### src/rtl/sm_seq_pkg.sv
package sm_seq_pkg;
  typedef enum logic [1:0] {
    ST_IDLE  = 2'd0,
    ST_SETUP = 2'd1,
    ST_RUN   = 2'd2
  } seq_state_e;
endpackage

### src/rtl/sm_step_timer.sv
module sm_step_timer
  import sm_seq_pkg::*;
#(
  parameter int SCALAR_W   = 256,
  parameter int BIT_CYCLES = 4204,
  parameter int INIT_DELAY = 42,
  parameter int CYC_W      = 21,
  parameter int STEP_W     = 13,
  parameter int BIT_W      = 8
) (
  input  logic              clk,
  input  logic              rst_n,
  input  logic              start,
  output logic              busy,
  output logic              run,
  output logic [CYC_W-1:0]  cyc_cnt,
  output logic [STEP_W-1:0] step,
  output logic [BIT_W-1:0]  bit_cnt,
  output logic              done
);
  localparam logic [STEP_W-1:0] STEP_LAST  = STEP_W'(BIT_CYCLES - 1);
  localparam logic [BIT_W-1:0]  BIT_LAST   = BIT_W'(SCALAR_W - 1);
  localparam logic [CYC_W-1:0]  SETUP_LAST = CYC_W'(INIT_DELAY - 1);

  seq_state_e        state_q, state_d;
  logic [CYC_W-1:0]  cyc_q, cyc_d;
  logic [STEP_W-1:0] step_q, step_d;
  logic [BIT_W-1:0]  bit_q, bit_d;
  logic              done_q, done_d;
  logic              cyc_en;

  assign cyc_en = (state_q != ST_IDLE);

  always_comb begin
    state_d = state_q;
    cyc_d   = cyc_q;
    step_d  = step_q;
    bit_d   = bit_q;
    done_d  = 1'b0;
    if (cyc_en) cyc_d = cyc_q + 1'b1;
    case (state_q)
      ST_IDLE: begin
        if (start) begin
          state_d = ST_SETUP;
          cyc_d   = '0;
          step_d  = '0;
          bit_d   = '0;
        end
      end
      ST_SETUP: begin
        if (cyc_q == SETUP_LAST) begin
          state_d = ST_RUN;
          step_d  = '0;
          bit_d   = '0;
        end
      end
      ST_RUN: begin
        if (step_q == STEP_LAST) begin
          step_d = '0;
          if (bit_q == BIT_LAST) begin
            state_d = ST_IDLE;
            done_d  = 1'b1;
          end else begin
            bit_d = bit_q + 1'b1;
          end
        end else begin
          step_d = step_q + 1'b1;
        end
      end
      default: state_d = ST_IDLE;
    endcase
  end

  always_ff @(posedge clk or negedge rst_n) begin
    if (!rst_n) begin
      state_q <= ST_IDLE;
      cyc_q   <= '0;
      step_q  <= '0;
      bit_q   <= '0;
      done_q  <= 1'b0;
    end else begin
      state_q <= state_d;
      cyc_q   <= cyc_d;
      step_q  <= step_d;
      bit_q   <= bit_d;
      done_q  <= done_d;
    end
  end

  assign busy    = (state_q != ST_IDLE);
  assign run     = (state_q == ST_RUN);
  assign cyc_cnt = cyc_q;
  assign step    = step_q;
  assign bit_cnt = bit_q;
  assign done    = done_q;


  cyc_step_chk: assert property (@(posedge clk) disable iff (!rst_n)
    busy |=> (cyc_q == $past(cyc_q) + 1'b1));


  bit_adv_chk: assert property (@(posedge clk) disable iff (!rst_n)
    (run && step_q == STEP_LAST && bit_q != BIT_LAST) |=> (run && bit_q == $past(bit_q) + 1'b1 && step_q == '0));


  bit_hold_chk: assert property (@(posedge clk) disable iff (!rst_n)
    (run && step_q != STEP_LAST) |=> $stable(bit_q));


  done_pulse_chk: assert property (@(posedge clk) disable iff (!rst_n)
    done_q |=> !done_q);


  done_idle_chk: assert property (@(posedge clk) disable iff (!rst_n)
    done_q |-> !busy);


  busy_start_chk: assert property (@(posedge clk) disable iff (!rst_n)
    (busy && start) |=> (cyc_q != '0));
endmodule

### src/rtl/sm_strobe_gen.sv
module sm_strobe_gen #(
  parameter int BIT_CYCLES = 4204,
  parameter int RD_OFS_X   = 205,
  parameter int RD_OFS_Y   = 473,
  parameter int RD_OFS_Z   = 17,
  parameter int BURST_LEN  = 8,
  parameter int STEP_W     = 13,
  parameter int ADDR_W     = 3
) (
  input  logic              clk,
  input  logic              rst_n,
  input  logic              run,
  input  logic [STEP_W-1:0] step,
  input  logic              kbit,
  output logic [2:0]        rd_stb,
  output logic [2:0]        wr_en,
  output logic [ADDR_W-1:0] wr_addr,
  output logic              inhibit
);
  localparam int BURST_FIRST = BIT_CYCLES - BURST_LEN - 1;
  localparam int BURST_END   = BURST_FIRST + BURST_LEN;
  localparam logic [STEP_W-1:0] B_LO = STEP_W'(BURST_FIRST);
  localparam logic [STEP_W-1:0] B_HI = STEP_W'(BURST_END);
  localparam int RD_OFS [3] = '{RD_OFS_X, RD_OFS_Y, RD_OFS_Z};

  logic              in_burst;
  logic [STEP_W-1:0] rel;

  for (genvar g = 0; g < 3; g++) begin : g_rd
    assign rd_stb[g] = run && (step == STEP_W'(RD_OFS[g]));
  end

  assign in_burst = run && (step >= B_LO) && (step < B_HI);
  assign rel      = step - B_LO;
  assign inhibit  = run && kbit;
  assign wr_addr  = in_burst ? rel[ADDR_W-1:0] : '0;

  for (genvar g = 0; g < 3; g++) begin : g_wr
    assign wr_en[g] = in_burst && !kbit;
  end


  rd_onehot_chk: assert property (@(posedge clk) disable iff (!rst_n)
    $onehot0(rd_stb));


  rd_single_chk: assert property (@(posedge clk) disable iff (!rst_n)
    (rd_stb != 3'b000) |=> (rd_stb == 3'b000));


  wr_group_chk: assert property (@(posedge clk) disable iff (!rst_n)
    (wr_en == 3'b000) || (wr_en == 3'b111));


  addr_step_chk: assert property (@(posedge clk) disable iff (!rst_n)
    (in_burst && wr_addr != ADDR_W'(BURST_LEN - 1)) |=> (wr_addr == $past(wr_addr) + 1'b1));


  inhibit_block_chk: assert property (@(posedge clk) disable iff (!rst_n)
    inhibit |-> (wr_en == 3'b000));


  burst_cont_chk: assert property (@(posedge clk) disable iff (!rst_n)
    (wr_en[0] && wr_addr != ADDR_W'(BURST_LEN - 1)) |=> wr_en[0]);
endmodule

### src/rtl/sm_arith_stub.sv
module sm_arith_stub #(
  parameter int LATENCY = 4100
) (
  input  logic clk,
  input  logic rst_n,
  input  logic kick,
  output logic rdy
);
  localparam int LAT_W = $clog2(LATENCY + 1);
  localparam logic [LAT_W-1:0] LAT_V = LAT_W'(LATENCY);

  logic [LAT_W-1:0] cnt_q, cnt_d;
  logic             arm_q, arm_d;
  logic             cnt_en;

  assign cnt_en = (cnt_q != '0);

  always_comb begin
    cnt_d = cnt_q;
    arm_d = arm_q;
    if (kick) begin
      cnt_d = LAT_V;
      arm_d = 1'b1;
    end else if (cnt_en) begin
      cnt_d = cnt_q - 1'b1;
    end
  end

  always_ff @(posedge clk or negedge rst_n) begin
    if (!rst_n) begin
      cnt_q <= '0;
      arm_q <= 1'b0;
    end else begin
      cnt_q <= cnt_d;
      arm_q <= arm_d;
    end
  end

  assign rdy = arm_q && !cnt_en;

  kick_clear_chk: assert property (@(posedge clk) disable iff (!rst_n)
    kick |=> !rdy);
endmodule

### src/rtl/sm_scalar_seq.sv
module sm_scalar_seq
  import sm_seq_pkg::*;
#(
  parameter int SCALAR_W   = 256,
  parameter int BIT_CYCLES = 4204,
  parameter int INIT_DELAY = 42,
  parameter int RD_OFS_X   = 205,
  parameter int RD_OFS_Y   = 473,
  parameter int RD_OFS_Z   = 17,
  parameter int BURST_LEN  = 8,
  parameter int ARITH_LAT  = 4100,
  localparam int CYC_W     = $clog2(INIT_DELAY + SCALAR_W * BIT_CYCLES + 2),
  localparam int STEP_W    = $clog2(BIT_CYCLES),
  localparam int BIT_W     = (SCALAR_W > 1) ? $clog2(SCALAR_W) : 1,
  localparam int ADDR_W    = (BURST_LEN > 1) ? $clog2(BURST_LEN) : 1
) (
  input  logic                clk,
  input  logic                rst_n,
  input  logic                start,
  input  logic                load_en,
  input  logic [SCALAR_W-1:0] load_scalar,
  output logic                rd_x,
  output logic                rd_y,
  output logic                rd_z,
  output logic                wr_en_x,
  output logic                wr_en_y,
  output logic                wr_en_z,
  output logic [ADDR_W-1:0]   wr_addr,
  output logic                inhibit,
  output logic [BIT_W-1:0]    bit_cnt,
  output logic [CYC_W-1:0]    cyc_cnt,
  output logic                done
);
  logic [1:0]          rst_sync_q;
  logic                rst_i_n;
  logic [SCALAR_W-1:0] scalar_q, scalar_d;
  logic                scalar_en;
  logic                busy, run, kbit, arith_rdy, kick;
  logic [STEP_W-1:0]   step;
  logic [BIT_W-1:0]    bit_idx;
  logic [2:0]          rd_stb, wr_en;

  always_ff @(posedge clk or negedge rst_n) begin
    if (!rst_n) rst_sync_q <= 2'b00;
    else        rst_sync_q <= {rst_sync_q[0], 1'b1};
  end
  assign rst_i_n = rst_sync_q[1];

  assign scalar_en = load_en && !busy;
  assign scalar_d  = load_scalar;

  always_ff @(posedge clk or negedge rst_i_n) begin
    if (!rst_i_n)       scalar_q <= '0;
    else if (scalar_en) scalar_q <= scalar_d;
  end

  sm_step_timer #(
    .SCALAR_W  (SCALAR_W),
    .BIT_CYCLES(BIT_CYCLES),
    .INIT_DELAY(INIT_DELAY),
    .CYC_W     (CYC_W),
    .STEP_W    (STEP_W),
    .BIT_W     (BIT_W)
  ) u_timer (
    .clk    (clk),
    .rst_n  (rst_i_n),
    .start  (start),
    .busy   (busy),
    .run    (run),
    .cyc_cnt(cyc_cnt),
    .step   (step),
    .bit_cnt(bit_cnt),
    .done   (done)
  );

  assign bit_idx = BIT_W'(SCALAR_W - 1) - bit_cnt;
  assign kbit    = scalar_q[bit_idx];
  assign kick    = run && (step == '0);

  sm_arith_stub #(
    .LATENCY(ARITH_LAT)
  ) u_arith (
    .clk  (clk),
    .rst_n(rst_i_n),
    .kick (kick),
    .rdy  (arith_rdy)
  );

  sm_strobe_gen #(
    .BIT_CYCLES(BIT_CYCLES),
    .RD_OFS_X  (RD_OFS_X),
    .RD_OFS_Y  (RD_OFS_Y),
    .RD_OFS_Z  (RD_OFS_Z),
    .BURST_LEN (BURST_LEN),
    .STEP_W    (STEP_W),
    .ADDR_W    (ADDR_W)
  ) u_strobe (
    .clk    (clk),
    .rst_n  (rst_i_n),
    .run    (run),
    .step   (step),
    .kbit   (kbit),
    .rd_stb (rd_stb),
    .wr_en  (wr_en),
    .wr_addr(wr_addr),
    .inhibit(inhibit)
  );

  assign rd_x    = rd_stb[0];
  assign rd_y    = rd_stb[1];
  assign rd_z    = rd_stb[2];
  assign wr_en_x = wr_en[0];
  assign wr_en_y = wr_en[1];
  assign wr_en_z = wr_en[2];


  scalar_hold_chk: assert property (@(posedge clk) disable iff (!rst_i_n)
    busy |=> $stable(scalar_q));


  result_ready_chk: assert property (@(posedge clk) disable iff (!rst_i_n)
    (wr_en != 3'b000) |-> arith_rdy);


  inhibit_bit_chk: assert property (@(posedge clk) disable iff (!rst_i_n)
    (run && step != '0) |-> $stable(inhibit));
endmodule

### config.mk
export PLATFORM = sky130hd
export DESIGN_NAME = sm_scalar_seq
export DESIGN_NICKNAME = d
export VERILOG_FILES = /design/src/rtl/sm_seq_pkg.sv /design/src/rtl/sm_step_timer.sv /design/src/rtl/sm_strobe_gen.sv /design/src/rtl/sm_arith_stub.sv /design/src/rtl/sm_scalar_seq.sv
export SDC_FILE = /design/constraint.sdc
export NUM_CORES = 1
export LEC_CHECK = 0
export ABC_AREA = 1
export BUFFER_PORTS_ARGS = -buffer_cell sky130_fd_sc_hd__buf_4
export CORE_MARGIN = 5
export CORE_UTILIZATION = 50
export DETAILED_ROUTE_END_ITERATION = 7
export PLACE_DENSITY = 0.82
export SLEW_MARGIN = 0
export SYNTH_ARGS = -nofsm -noshare
export SYNTH_HDL_FRONTEND = slang
export SYNTH_SLANG_ARGS = --single-unit
export TNS_END_PERCENT = 30
### constraint.sdc
create_clock -name clk -period 8.4 [get_ports clk]
set_input_delay 0.42 -clock clk [delete_from_list [all_inputs] [get_ports clk]]
set_output_delay 0.42 -clock clk [all_outputs]
set_load 0.01 [all_outputs]
# --- Word-level counts from Yosys, hierarchy flattened ---
# Index checks and enable logic that the tools add are counted.
op_classes:
  n_addsub: 5
  eq_ne: 13
  n_reduce_logical: 16
  n_lt_le_gt_ge: 3
  n_mux: 23
ops:
  columns: ["operator", "count"]
  rows:
  - ["21-bit 2-to-1 mux", 3]
  - ["13-bit 2-to-1 mux", 3]
  - ["13-bit one-hot mux with 3 select lines", 1]
  - ["8-bit 2-to-1 mux", 4]
  - ["8-bit one-hot mux with 3 select lines", 1]
  - ["21-bit by 1-bit adder with 21-bit output, second input constant", 1]
  - ["21-bit by 6-bit equality test with 1-bit output, second input constant", 1]
  - ["13-bit by 1-bit adder with 13-bit output, second input constant", 1]
  - ["13-bit equality test, second input constant", 1]
  - ["13-bit by 5-bit equality test with 1-bit output, second input constant", 1]
  - ["13-bit by 8-bit equality test with 1-bit output, second input constant", 1]
  - ["13-bit by 9-bit equality test with 1-bit output, second input constant", 1]
  - ["13-bit greater-or-equal comparator, second input constant", 1]
  - ["13-bit < comparator, second input constant", 1]
  - ["8-bit by 9-bit < comparator with 1-bit output, second input constant", 1]
  - ["8-bit by 1-bit adder with 8-bit output, second input constant", 1]
  - ["1-bit binary-select mux with 8-bit select", 1]
  - ["8-bit equality test, second input constant", 1]
  - ["1-bit logical AND", 8]
  - ["2-bit 2-to-1 mux", 4]
  - ["8-bit subtractor, first input constant", 1]
  - ["2-bit by 1-bit != test with 1-bit output, second input constant", 3]
  - ["2-bit one-hot mux with 3 select lines", 1]
  - ["5-bit AND reduction", 1]
  - ["12 further kinds", 17]
word_totals:
  ff_bits: 303

# --- Depth between registers and ports, before layout ---
logic_depth:
  word_depth: 5
  mapped_depth: 18
  mapped_depth_nobuf: 15

# --- Hierarchy ---
# A second synthesis with hierarchy kept.
unflattened:
  cells_unflattened: 1598
  hier_area_um2: 15411.0
by_module_without_submodules:
  columns: ["module", "cells_per_inst", "area_per_inst_um2", "seq_area_each_um2", "instances"]
  rows:
  - ["sm_scalar_seq", 1124, 12177.9, 6456.2, 1]
  - ["sm_step_timer", 430, 3001.6, 1126.1, 1]
  - ["sm_strobe_gen", 44, 231.5, 0.0, 1]

# --- Worst setup path after synthesis ---
# OpenSTA, ideal clock, no wires.
synth_path:
  path_kind: "register to output"
  from: "register u_timer.bit_q[0] (netlist: u_timer.bit_cnt[0])"
  to: "output wr_en_y"
  t_required_ns: 7.980
  path_slack_ns: 6.064
  path_stages_with_launch: 16
  t_arrival_ns: 1.916
  cell_sequence: "dfrtp_1 > buf_6 > buf_6 > buf_6 > nor2_1 > nor2_1 > o21ai_1 > nand3_1 > nand3_1 > nand2_1 > a21oi_1 > nand3_1 > nand3_1 > nand2_1 > nor2_1 > buf_4"
synth_between:
  elab_chain_len: 5
synth_rtl:
  columns: ["item", "line_no", "source"]
  rows:
  - ["start, declared", "sm_step_timer.sv:28", "logic [BIT_W-1:0] bit_q, bit_d;"]
  - ["start signal, assigned", "sm_step_timer.sv:85", "bit_q <= bit_d;"]
  - ["8-bit subtractor", "sm_scalar_seq.sv:76", "assign bit_idx = BIT_W'(SCALAR_W - 1) - bit_cnt;"]
  - ["1-bit binary-select mux with 8-bit select", "sm_scalar_seq.sv:77", "assign kbit = scalar_q[bit_idx];"]
  - ["1-bit 2-to-1 mux (implied by the code)", "sm_scalar_seq.sv:77", null]
  - ["1-bit zero test", null, null]
  - ["1-bit logical AND", null, null]
  - ["end, declared", "sm_scalar_seq.sv:26", "output logic wr_en_y,"]
# Every way passes these cells. The select of a mux whose other input is x is not followed.

# --- Worst setup path after layout ---
layout_path:
  from: "register u_timer.bit_q[0] (netlist: u_timer.bit_cnt[0])"
  to: "output wr_en_z"
layout_between:
  elab_chain_len: 5
layout_rtl:
  columns: ["item", "line_no", "source"]
  rows:
  - ["8-bit subtractor", "sm_scalar_seq.sv:76", null]
  - ["1-bit binary-select mux with 8-bit select", "sm_scalar_seq.sv:77", null]
  - ["1-bit 2-to-1 mux (implied by the code)", "sm_scalar_seq.sv:77", null]
  - ["1-bit zero test", "sm_strobe_gen.sv:39", "assign wr_en[g] = in_burst && !kbit;"]
  - ["1-bit logical AND", "sm_strobe_gen.sv:39", null]
  - ["end, declared", "sm_scalar_seq.sv:27", "output logic wr_en_z,"]
# Every way passes these cells. The select of a mux whose other input is x is not followed.

==> summary.md <==
| Metric | Value |
|---|---|
| Gate Count Post-Synth | `around 1700` |
| Initial antenna violation count | `3` |
| Post-synthesis mux area share | `12.7%` |
| CTS Buf Count | `35` |
| Clk Latency, worst-skew pair | `510 ps` |
| Starting DRC count in detailed routing | `1303` |
| Vias in the first global route | `12835` |
| DRC | `0` |
| Synthesized cell area | `around 15000 um2` |
| Endpoint class of the critical path | `output port` |
| Reg area | `7590 um2` |
| Die Wd | `183 um` |
| Slew HR | `25.2%` |
| Compound-Gate Fraction of Synth Area | `just under 9%` |
| Clk sinks | `303` |
| Hold Path Class | `primary input to flop` |
| Pwr Density | `331 nW/um2` |
| Synth Area in XOR/XNOR | `0.409%` |
| Critical Path Source Type | `flop` |
| P_leak | `8.92 nW` |
| Die Span Y | `183 um` |
| Post-synth cell types | `between 40 and 50` |
| Fin crit share | `50.7%` |
| Area of the die | `33600 um2` |
| CP Class | `flop to output port` |
| H-tree levels | `2` |
| CTS tree | `yes` |
| Drt pass-1 iters | `6` |
| Post-Synth Adder-Cell Area | `0.417%` |
| Global-route wire length before repair | `66700 um` |
| Gr ovfl total | `0` |
| Final estimated routing congestion in global placement | `a little under 1` |
| RSZ-0062 raised after global routing | `no` |
| Post-route insts no fill | `2353` |
| Fin. max-slew vios | `0` |
| Area delta synth->final | `23.3%` |
| Root buffer cell | `clkbuf_16` |
| FFs w/ async S/R, synth | `100%` |
| Final Util | `62.4%` |
| Largest family of logic cells by synthesized area | `simple AND/OR/NAND/NOR gates` |
| Worst-path clk slew | `60 ps` |
| Drt via density | `roughly 5.4` |
| Number of synthesized flops with an enable pin | `0` |
| Final setup fails | `0` |
| Area of the multi-input gates | `6330 um2` |
| Setup_tns | `0 ps` |
| Fill cells | `2382` |
| Maximum vdd drop | `0.197 mV` |
| ANT nets after route | `0` |
| Io pins | `300` |
| Avg Cell Area, Syn | `8.91 um2` |
| CP arrival | `3840 ps` |
| Post-route setup slack | `slightly above 4000 ps` |
| Critical Path RT | `7980 ps` |
| Post-Place Worst Slack | `4660 ps` |
| Final hold viol count | `0` |
| Number of synthesized register bits | `303` |
| WL final | `41900 um` |
| Placed inst area | `17300 um2` |
| Register area share after synthesis | `50.5%` |
| Peak fanout along the critical path | `87` |
| Avg WL per Cell | `17.8 um` |
| Largest net degree at the start of global routing | `approximately 200` |
| Max Cap Viol | `0` |
| # nets final | `between 2000 and 2500` |
| Commonest non-fill, non-tap cell in the layout | `buf_4` |
| IO Port Bufs | `299` |
| Commonest cells after routing, fill and taps aside | `305 x buf_4, 300 x dfrtp_1, 281 x nor2_1` |
| Core box area | `29600 um2` |
| Total placed cells including tap cells | `2287` |
| Hold WS | `approximately 140 ps` |
| Clock Tree Buf Depth | `3` |
| Post_cts resized | `0` |
| Fraction of final layout cells sized beyond drive strength 1 | `roughly 29%` |
| Final clock skew | `13.0 ps` |
| Cell row count | `63` |
| Simple-Gate Fraction of Synth Area | `20.0%` |
| Dpl hpwl | `29000 um` |
| Power consumption | `6.13 mW` |
| Syn Nets | `1949` |
| Via Count | `12684` |
| Buffer count from post-CTS setup fixing | `0` |
| Main synth FF type | `dfrtp_1` |
| Design Area, Final | `18500 um2` |
| GR Util All Layers | `24.6%` |
| F_max | `0.235 GHz` |
| Ys Warns | `0` |
| Final min period | `4260 ps` |
| Outcome | `finished, final reports clean` |
| Initial Util | `50.6%` |
| Cts hold-fix bufs | `1` |
| Least-Margin Pin Slew | `~1100 ps` |
-- logic make-up (layout without fill, tap and decap cells) --
group                      Yosys count  in the layout
other                                1              4
buffers and inverters              246            522
muxes                              169            169
DFF                                303            303
AOI/OAI and AO/OA                  239            239
and+or+nand+nor                    714            714
xor gates and xnor gates             7              7
adders and majority gates            5              5
-- final timing paths --
| path | startpoint | endpoint | slack [ps] | depth (start not counted) |
|---|---|---|---|---|
| max | u_timer.bit_cnt[0]$_DFFE_PN0P_ | wr_en_z | 4140 | 17 |
| min | load_scalar[11] | scalar_q[11]$_DFFE_PN0P_ | 140 | 2 |
| max reg2reg | u_timer.state_q[0]$_DFFE_PN0P_ | scalar_q[103]$_DFFE_PN0P_ | 5730 | 4 |
| min reg2reg | rst_sync_q[0]$_DFF_PN0_ | rst_sync_q[1]$_DFF_PN0_ | 350 | 0 |
| max in group asynchronous | rst_sync_q[1]$_DFF_PN0_ | u_timer.bit_cnt[0]$_DFFE_PN0P_ | 6310 | 1 |
| min in group asynchronous | rst_n | rst_sync_q[1]$_DFF_PN0_ | 230 | 2 |
-- worst max-delay path, cell delays in order (launching register included) --
cell and delay [ps]:
dfrtp_4 770, inv_4 460, buf_4 610, nand2_1 130, nand3_1 100, nand2_1 70
nand2_1 50, nand2_1 50, inv_1 50, nand2_1 60, nand2_1 60, nand2_1 50
nor2_1 140, nand2_1 80, nand3_1 170, nand2_1 80, nor2_1 180, buf_4 160
-- state kept, by name (all words and copies together) (netlist names) --
name and count:
scalar_q 256, rst_sync_q 2, u_timer.cyc_cnt 21, u_timer.state_q 2, u_timer.step 13, u_timer.done 1, u_timer.bit_cnt 8
-- power breakdown --
part / total [mW] / switching, mW / leakage (nW) / internal [mW]
Combinational: 2.12 / 1.17 / 4.80 / 0.946
Sequential: 2.48 / 0.381 / 3.56 / 2.10
Clock: 1.52 / 0.596 / 0.565 / 0.928
-- routing by layer --
metal | part of all wire [%] | up-vias | global-route usage (%)
li1 | - | 6016 | -
met3 | 8.0 | 108 | 5.59
met2 | 47 | 524 | 39.9
met4 | 4.4 | 0 | 10.3
met1 | 40 | 6036 | 32.0
met5 | 0 | - | 0
-- layout make-up --
type | count | share of cell area (%)
multi-input combinational | 1135 | 34.2
sequential | 303 | 41.1
clock buffer | 51 | 5.45
inverter | 152 | 3.13
clock inverter | 11 | 0.818
tap | 390 | 2.64
timing repair buffer | 308 | 12.6
antenna | 3 | 0.0406
-- synth_stat cells, types with 3 or more instances --
cell      count  area [um2]
nand4_1      13        81.3
o32ai_1       4        35.0
o21ai_0      71         355
nor2_1      281        1050
buf_4        10        75.1
inv_2         6        22.5
nor3_2        3        30.0
buf_6         8        90.1
ha_1          5        62.6
mux2_2      166        1870
clkbuf_1     16        60.1
nor2_4        5        56.3
nor3_1        8        40.0
o22ai_1       4        25.0
nand2_1     270        1010
buf_1         6        22.5
buf_2        54         270
a21oi_1     122         611
dfrtp_1     303        7580
mux2i_1       3        30.0
nor4_1        6        37.5
nand3_1     113         566
xor2_1        6        52.6
inv_1       144         541
nand2_2       4        25.0
o211ai_1     14         105
o21ai_1       9        45.0
o21ai_2       8        70.1
No activity file was read; power rests on OpenSTA's default activity.
